## src/rtl/qcur_pkg.sv

```systemverilog
package qcur_pkg;
    typedef enum logic [1:0] {
        ST_EMPTY   = 2'd0,
        ST_ARMED   = 2'd1,
        ST_TRIPPED = 2'd2
    } qstate_e;
endpackage

```

## src/rtl/qcur_history.sv

```systemverilog
module qcur_history #(
    parameter int DATA_W = 16
) (
    input  logic              clk,
    input  logic              rst_n,
    input  logic              clear,
    input  logic              accept,
    input  logic [DATA_W-1:0] code,
    output logic [DATA_W-1:0] prev_code
);
    always_ff @(posedge clk or negedge rst_n) begin
        if (!rst_n)      prev_code <= '0;
        else if (clear)  prev_code <= '0;
        else if (accept) prev_code <= code;
    end

    // load on accepted readings only
    assert_prev_load_R6: assert property (@(posedge clk) disable iff (!rst_n)
        accept |=> (prev_code == $past(code)));
    assert_prev_hold_R6: assert property (@(posedge clk) disable iff (!rst_n)
        (!accept && !clear) |=> $stable(prev_code));
endmodule

```

## src/rtl/qcur_judge.sv

```systemverilog
module qcur_judge #(
    parameter int DATA_W = 16
) (
    input  logic [DATA_W-1:0] code,
    input  logic [DATA_W-1:0] prev_code,
    input  logic              have_prev,
    input  logic [DATA_W-1:0] delta_thr,
    input  logic [DATA_W-1:0] abs_limit,
    input  logic              mode_abs,
    output logic              fail_now
);
    localparam int DIFF_W = DATA_W + 1;

    logic signed [DIFF_W-1:0] diff;
    logic        [DIFF_W-1:0] mag;
    logic                     over_delta;
    logic                     over_abs;

    always_comb begin
        diff       = $signed({1'b0, code}) - $signed({1'b0, prev_code});
        mag        = diff[DIFF_W-1] ? $unsigned(-diff) : $unsigned(diff);
        over_delta = mag > {1'b0, delta_thr};
        over_abs   = code > abs_limit;
        fail_now   = mode_abs ? over_abs : (have_prev && over_delta);
    end
endmodule

```

## src/rtl/qcur_fail_fsm.sv

```systemverilog
module qcur_fail_fsm
    import qcur_pkg::*;
(
    input  logic clk,
    input  logic rst_n,
    input  logic clear,
    input  logic accept,
    input  logic fail_now,
    input  logic mode_abs,
    output logic have_prev,
    output logic vec_fail,
    output logic dev_fail,
    output logic trip
);
    qstate_e state, state_nx;

    always_comb begin
        state_nx = state;
        if (clear) begin
            state_nx = ST_EMPTY;
        end else begin
            unique case (state)
                ST_EMPTY:   if (accept) state_nx = fail_now ? ST_TRIPPED : ST_ARMED;
                ST_ARMED:   if (accept && fail_now) state_nx = ST_TRIPPED;
                ST_TRIPPED: state_nx = ST_TRIPPED;
                default:    state_nx = ST_EMPTY;
            endcase
        end
    end

    always_ff @(posedge clk or negedge rst_n) begin
        if (!rst_n) state <= ST_EMPTY;
        else        state <= state_nx;
    end

    always_ff @(posedge clk or negedge rst_n) begin
        if (!rst_n) begin
            vec_fail <= 1'b0;
            dev_fail <= 1'b0;
        end else if (clear) begin
            vec_fail <= 1'b0;
            dev_fail <= 1'b0;
        end else begin
            vec_fail <= accept && fail_now;
            if (accept && fail_now) dev_fail <= 1'b1;
        end
    end

    assign have_prev = (state != ST_EMPTY);
    assign trip      = (state == ST_TRIPPED);

    assert_no_first_delta_R4: assert property (@(posedge clk) disable iff (!rst_n)
        (state == ST_EMPTY && !mode_abs) |-> !fail_now);
    assert_clear_state_R1: assert property (@(posedge clk) disable iff (!rst_n)
        clear |=> (!trip && !dev_fail && !vec_fail));
    assert_trip_held_R8: assert property (@(posedge clk) disable iff (!rst_n)
        (trip && !clear) |=> trip);
    assert_sticky_follows_R8: assert property (@(posedge clk) disable iff (!rst_n)
        vec_fail |-> (dev_fail && trip));
    assert_vec_pulse_R7: assert property (@(posedge clk) disable iff (!rst_n)
        !accept |=> !vec_fail);
endmodule

```

## src/rtl/qcur_vec_index.sv

```systemverilog
module qcur_vec_index #(
    parameter int CNT_W = 8
) (
    input  logic             clk,
    input  logic             rst_n,
    input  logic             clear,
    input  logic             accept,
    input  logic             fail_now,
    input  logic             dev_fail,
    output logic [CNT_W-1:0] first_fail_idx
);
    localparam logic [CNT_W-1:0] CNT_MAX = '1;

    logic [CNT_W-1:0] cnt;

    always_ff @(posedge clk or negedge rst_n) begin
        if (!rst_n) begin
            cnt            <= '0;
            first_fail_idx <= '0;
        end else if (clear) begin
            cnt            <= '0;
            first_fail_idx <= '0;
        end else if (accept) begin
            if (cnt != CNT_MAX) cnt <= cnt + 1'b1;
            if (fail_now && !dev_fail) first_fail_idx <= cnt;
        end
    end

    assert_idx_saturate_R9: assert property (@(posedge clk) disable iff (!rst_n)
        (cnt == CNT_MAX && accept) |=> (cnt == CNT_MAX));
    assert_first_idx_hold_R9: assert property (@(posedge clk) disable iff (!rst_n)
        (dev_fail && !clear) |=> $stable(first_fail_idx));
endmodule

```

## src/rtl/qcur_delta_screen.sv

```systemverilog
module qcur_delta_screen #(
    parameter int DATA_W = 16,
    parameter int CNT_W  = 8
) (
    input  logic              clk,
    input  logic              rst_n,
    input  logic              clear,
    input  logic              smp_valid,
    input  logic [DATA_W-1:0] smp_code,
    input  logic [DATA_W-1:0] delta_thr,
    input  logic [DATA_W-1:0] abs_limit,
    input  logic              mode_abs,
    output logic              vec_fail,
    output logic              dev_fail,
    output logic              trip,
    output logic [CNT_W-1:0]  first_fail_idx
);
    logic              accept;
    logic              have_prev;
    logic              fail_now;
    logic [DATA_W-1:0] prev_code;

    assign accept = smp_valid && !clear;   // clear wins

    qcur_history #(.DATA_W(DATA_W)) u_hist (
        .clk(clk), .rst_n(rst_n), .clear(clear), .accept(accept),
        .code(smp_code), .prev_code(prev_code)
    );

    qcur_judge #(.DATA_W(DATA_W)) u_judge (
        .code(smp_code), .prev_code(prev_code), .have_prev(have_prev),
        .delta_thr(delta_thr), .abs_limit(abs_limit), .mode_abs(mode_abs),
        .fail_now(fail_now)
    );

    qcur_fail_fsm u_fsm (
        .clk(clk), .rst_n(rst_n), .clear(clear), .accept(accept),
        .fail_now(fail_now), .mode_abs(mode_abs), .have_prev(have_prev),
        .vec_fail(vec_fail), .dev_fail(dev_fail), .trip(trip)
    );

    qcur_vec_index #(.CNT_W(CNT_W)) u_idx (
        .clk(clk), .rst_n(rst_n), .clear(clear), .accept(accept),
        .fail_now(fail_now), .dev_fail(dev_fail), .first_fail_idx(first_fail_idx)
    );

    assert_clear_wins_R10: assert property (@(posedge clk) disable iff (!rst_n)
        (clear && smp_valid) |=> (!vec_fail && first_fail_idx == '0));
endmodule

```

## config.mk

```make
export PLATFORM = sky130hd
export DESIGN_NAME = qcur_delta_screen
export DESIGN_NICKNAME = d
export VERILOG_FILES = /design/src/rtl/qcur_pkg.sv /design/src/rtl/qcur_history.sv /design/src/rtl/qcur_judge.sv /design/src/rtl/qcur_fail_fsm.sv /design/src/rtl/qcur_vec_index.sv /design/src/rtl/qcur_delta_screen.sv
export SDC_FILE = /design/constraint.sdc
export NUM_CORES = 1
export LEC_CHECK = 0
export ABC_AREA = 1
export BUFFER_PORTS_ARGS = -buffer_cell sky130_fd_sc_hd__buf_2
export CAP_MARGIN = 20
export CORE_UTILIZATION = 50
export DETAILED_ROUTE_END_ITERATION = 16
export PLACE_DENSITY = 0.75
export SLEW_MARGIN = 20
export SYNTH_ARGS = -nofsm -noshare
export SYNTH_HDL_FRONTEND = slang
export SYNTH_SLANG_ARGS = --single-unit
```

## constraint.sdc

```tcl
create_clock -name clk -period 3.52 [get_ports clk]
set_clock_uncertainty 0.2 [all_clocks]
set_input_delay 0.704 -clock clk [delete_from_list [all_inputs] [get_ports clk]]
set_output_delay 0.704 -clock clk [all_outputs]
set_load 0.03 [all_outputs]
```

==> flow_summary.json <==
{
  "status": "complete, but fails checks",
  "violations": "setup timing",
  "fin_nets": 848,
  "clk_pin_slew_ns": 0.08,
  "p_total_mw": 1.83,
  "yosys_register_bits": 36,
  "syn_nets": 689,
  "cts_buffers": 5,
  "met2_usage_pct": 48.3,
  "clkSinkCount": 36,
  "ys_seq_area_share_pct": 23.4,
  "track_usage_pct": 25.5,
  "cp_max_fo": 8,
  "cp.depth": 29,
  "multi_input_area_um2": 2670,
  "avgViaCountPerCell": 4.90,
  "dp.final_hpwl_mm": 7.82,
  "first_pass_iters": 4,
  "die_area_um2": 8070,
  "cp.arrival_ns": 4.15,
  "fin_crit_ns": 4.17,
  "vdd_ir_drop_max_uv": 187,
  "startpoint": "smp_code[0]",
  "cpLargestDelayFamily": "simple AND/OR/NAND/NOR gates",
  "root_buffer": "clkbuf_8",
  "finalWorstSetupSlack_ns": -0.647,
  "antenna_found_initial": 0,
  "die_x_um": 89.8,
  "start_kind": "input pin",
  "end_kind": "register",
  "ff2ff_path_depth": 27,
  "yosys.cell_types.count": 37,
  "timing.hold.ws_ns": 0.289,
  "syn_area_um2": 3860,
  "use_met3_pct": 3.05,
  "setup_violations": 12,
  "seq_area_um2": 901,
  "slowest_stage": "fa_1",
  "max_stage_delay_ns": 0.51,
  "relSlewSlack_pct": 44.5,
  "die_h_um": 89.8,
  "top_usage_layer": "met2",
  "worst_pin_slew_ns": 0.832,
  "std_cell_rows": 31,
  "path_class": "in -> reg",
  "h-tree-depth": 2,
  "powerDensity_nw_per_um2": 343,
  "synth_area_leaders": "dfrtp_1 23%, ha_1 18%, nand2_1 17%",
  "yosysTopAreaCellShare_pct": 23.4,
  "clkLatencyLatePin_ns": 0.29,
  "cts_tree": "done",
  "fmax_mhz": 240,
  "grt_pass1_wl_mm": 17.2,
  "drive_gt1_share_pct": 32.7,
  "grt_max_degree": 37,
  "total_leakage_power_nw": 3.06,
  "grt_pass1_vias": 4105,
  "crit_path_end": "u_idx.first_fail_idx[4]",
  "yosysWarnings": 0,
  "floorplan.initialDensity_pct": 52.3,
  "cts_hold_buffers": 0,
  "syn2layout_area_growth_pct": 38.3,
  "crit_buf_inv": 4,
  "hold_path_class": "reg -> reg",
  "ys.flop_type": "dfrtp_1",
  "period_share_pct": 118,
  "r2r_end": "u_idx.first_fail_idx[4]",
  "via_count": 4116,
  "gp_congestion": 0.848,
  "nFillCells": 574,
  "portBuffers": 63,
  "ff2ff_setup_slack_ns": -0.58,
  "synth_area_per_cell_um2": 6.64,
  "routed_wl_mm": 10.0,
  "rsz0062_at_grt": "yes",
  "final_core_utilization_pct": 72.4,
  "hold_viol": 0,
  "cpMostUsedCell": "nand2_2",
  "synth_top_area_cell": "dfrtp_1",
  "synthArstFlopShare_pct": 100,
  "diodes": 0,
  "ant_nets": 0,
  "required_ns": 3.51,
  "drt-initial-drc-count": 139,
  "cap_violations": 0,
  "cts-root-to-sink-buffers": 2,
  "synth_cells": 581,
  "drv_slew": 0,
  "wl_per_cell_um": 11.9,
  "use_met1_pct": 31.2,
  "drc": 0,
  "overflow": 0,
  "core_area_um2": 7370,
  "r2r-start": "u_hist.prev_code[0]",
  "boundaryPins": 64,
  "synth_edf_count": 0
}
-- worst min-delay path by stage --
| stage | cells after the start | slack, ns | end | from |
|---|---|---|---|---|
| finish | 2 | 0.29 | u_idx.first_fail_idx[3] | u_idx.first_fail_idx[3] |
| global route | 2 | 0.30 | u_idx.first_fail_idx[3] | u_idx.first_fail_idx[3] |
| CTS | 2 | 0.28 | u_idx.first_fail_idx[3] | u_idx.first_fail_idx[3] |
| detailed placement | 2 | 0.27 | u_idx.first_fail_idx[3] | u_idx.first_fail_idx[3] |
| global placement | 2 | 0.26 | u_idx.first_fail_idx[4] | u_idx.first_fail_idx[4] |
| floorplan | 0 | 0.21 | u_fsm.dev_fail | rst_n |
-- repair_timing --
item	in CTS	in global routing
pin swaps	19	15
resized for setup	17	30
gates cloned	1	0
endpoints found under the setup margin	12	12
buffers inserted	4	6
-- Yosys cell counts (5+ instances only) --
| library cell | count |
|---|---|
| a21oi_1 | 28 |
| clkbuf_1 | 5 |
| dfrtp_1 | 36 |
| ha_1 | 54 |
| inv_1 | 124 |
| nand2_1 | 175 |
| nand2_2 | 13 |
| nand3_1 | 17 |
| nand3b_1 | 6 |
| nand4_1 | 11 |
| nor2_1 | 29 |
| nor3_1 | 8 |
| o21ai_0 | 25 |
| o21ai_2 | 8 |
| xnor2_1 | 6 |
| xor2_1 | 8 |
-- report_power, final --
| group | switching [mW] | internal [mW] | leakage, nW | total, mW |
|---|---|---|---|---|
| Combinational | 0.536 | 0.437 | 2.52 | 0.973 |
| Sequential | 0.0323 | 0.452 | 0.486 | 0.484 |
| Clock | 0.161 | 0.210 | 0.0541 | 0.371 |
-- area by class of cell --
type                    instances  share of cell area [%]
flip-flops and latches         36                    16.9
repair buffers                157                    19.5
clock buffers                   5                    1.29
multi-input cells             414                    50.1
well taps                      99                    2.32
inverters                     126                    9.10
clock inverters                 3                   0.798
-- kinds of logic after synthesis --
| family | Yosys count | share of synthesized area, % |
|---|---|---|
| DFF | 36 | 23.4 |
| buffers and inverters | 132 | 13.0 |
| and+or+nand+nor | 270 | 30.9 |
| AOI/OAI and AO/OA | 74 | 11.5 |
| adders and majority gates | 55 | 18.0 |
| xor gates and xnor gates | 14 | 3.18 |
-- worst register-to-register path, delay by kind of cell, from the launching register on --
| kind | cells | cell delay (ns) |
|---|---|---|
| and+or+nand+nor | 15 | 1.47 |
| xor gates and xnor gates | 1 | 0.07 |
| buffers and inverters | 2 | 0.09 |
| AOI/OAI and AO/OA | 5 | 0.54 |
| adders and majority gates | 4 | 1.19 |
| DFF | 1 | 0.43 |
-- metal layers --
layer  share of wire, %  routed length [um]  up-vias
met5                  0                   0        -
li1                   -                   -     2145
met3                3.8                 383        9
met4                1.1                 107        0
met2                 52                5170       79
met1                 43                4350     1883
-- flip-flops by register name (all words and copies together) (netlist names) --
signal,count
u_fsm.vec_fail,1
u_fsm.state,2
u_fsm.dev_fail,1
u_idx.cnt,8
u_hist.prev_code,16
u_idx.first_fail_idx,8
-- through the flow --
step	setup slack (ns)	setup TNS (ns)	instance area (um^2)	cells
2_1_floorplan	-0.576	-6.26	3900	581
3_3_place_gp	-0.958	-11.09	4930	821
3_5_place_dp	-1.10	-12.54	4930	821
4_1_cts	-0.620	-7.03	5140	834
5_1_grt	-0.956	-10.85	5330	840
6_report	-0.647	-7.24	5330	840
-- placed cells by master, fill, tap and decap left out, types with 4 or more instances in the layout --
master    count
ha_4          6
nor2_1       25
inv_2         6
nand2_2      25
xor2_1        7
xnor2_1       6
ha_1         47
clkbuf_8      5
buf_4        92
inv_1       119
nand2_1     160
o21ai_0      23
nand3_2       4
nor2_2        5
a21oi_2       8
nand4_1      11
dfrtp_1      36
a21oi_1      20
nor3_1        6
nand3_1      16
nand3b_1      6
o21ai_2       9
buf_2        62
Note: power is estimated with default switching activity, not from simulation.
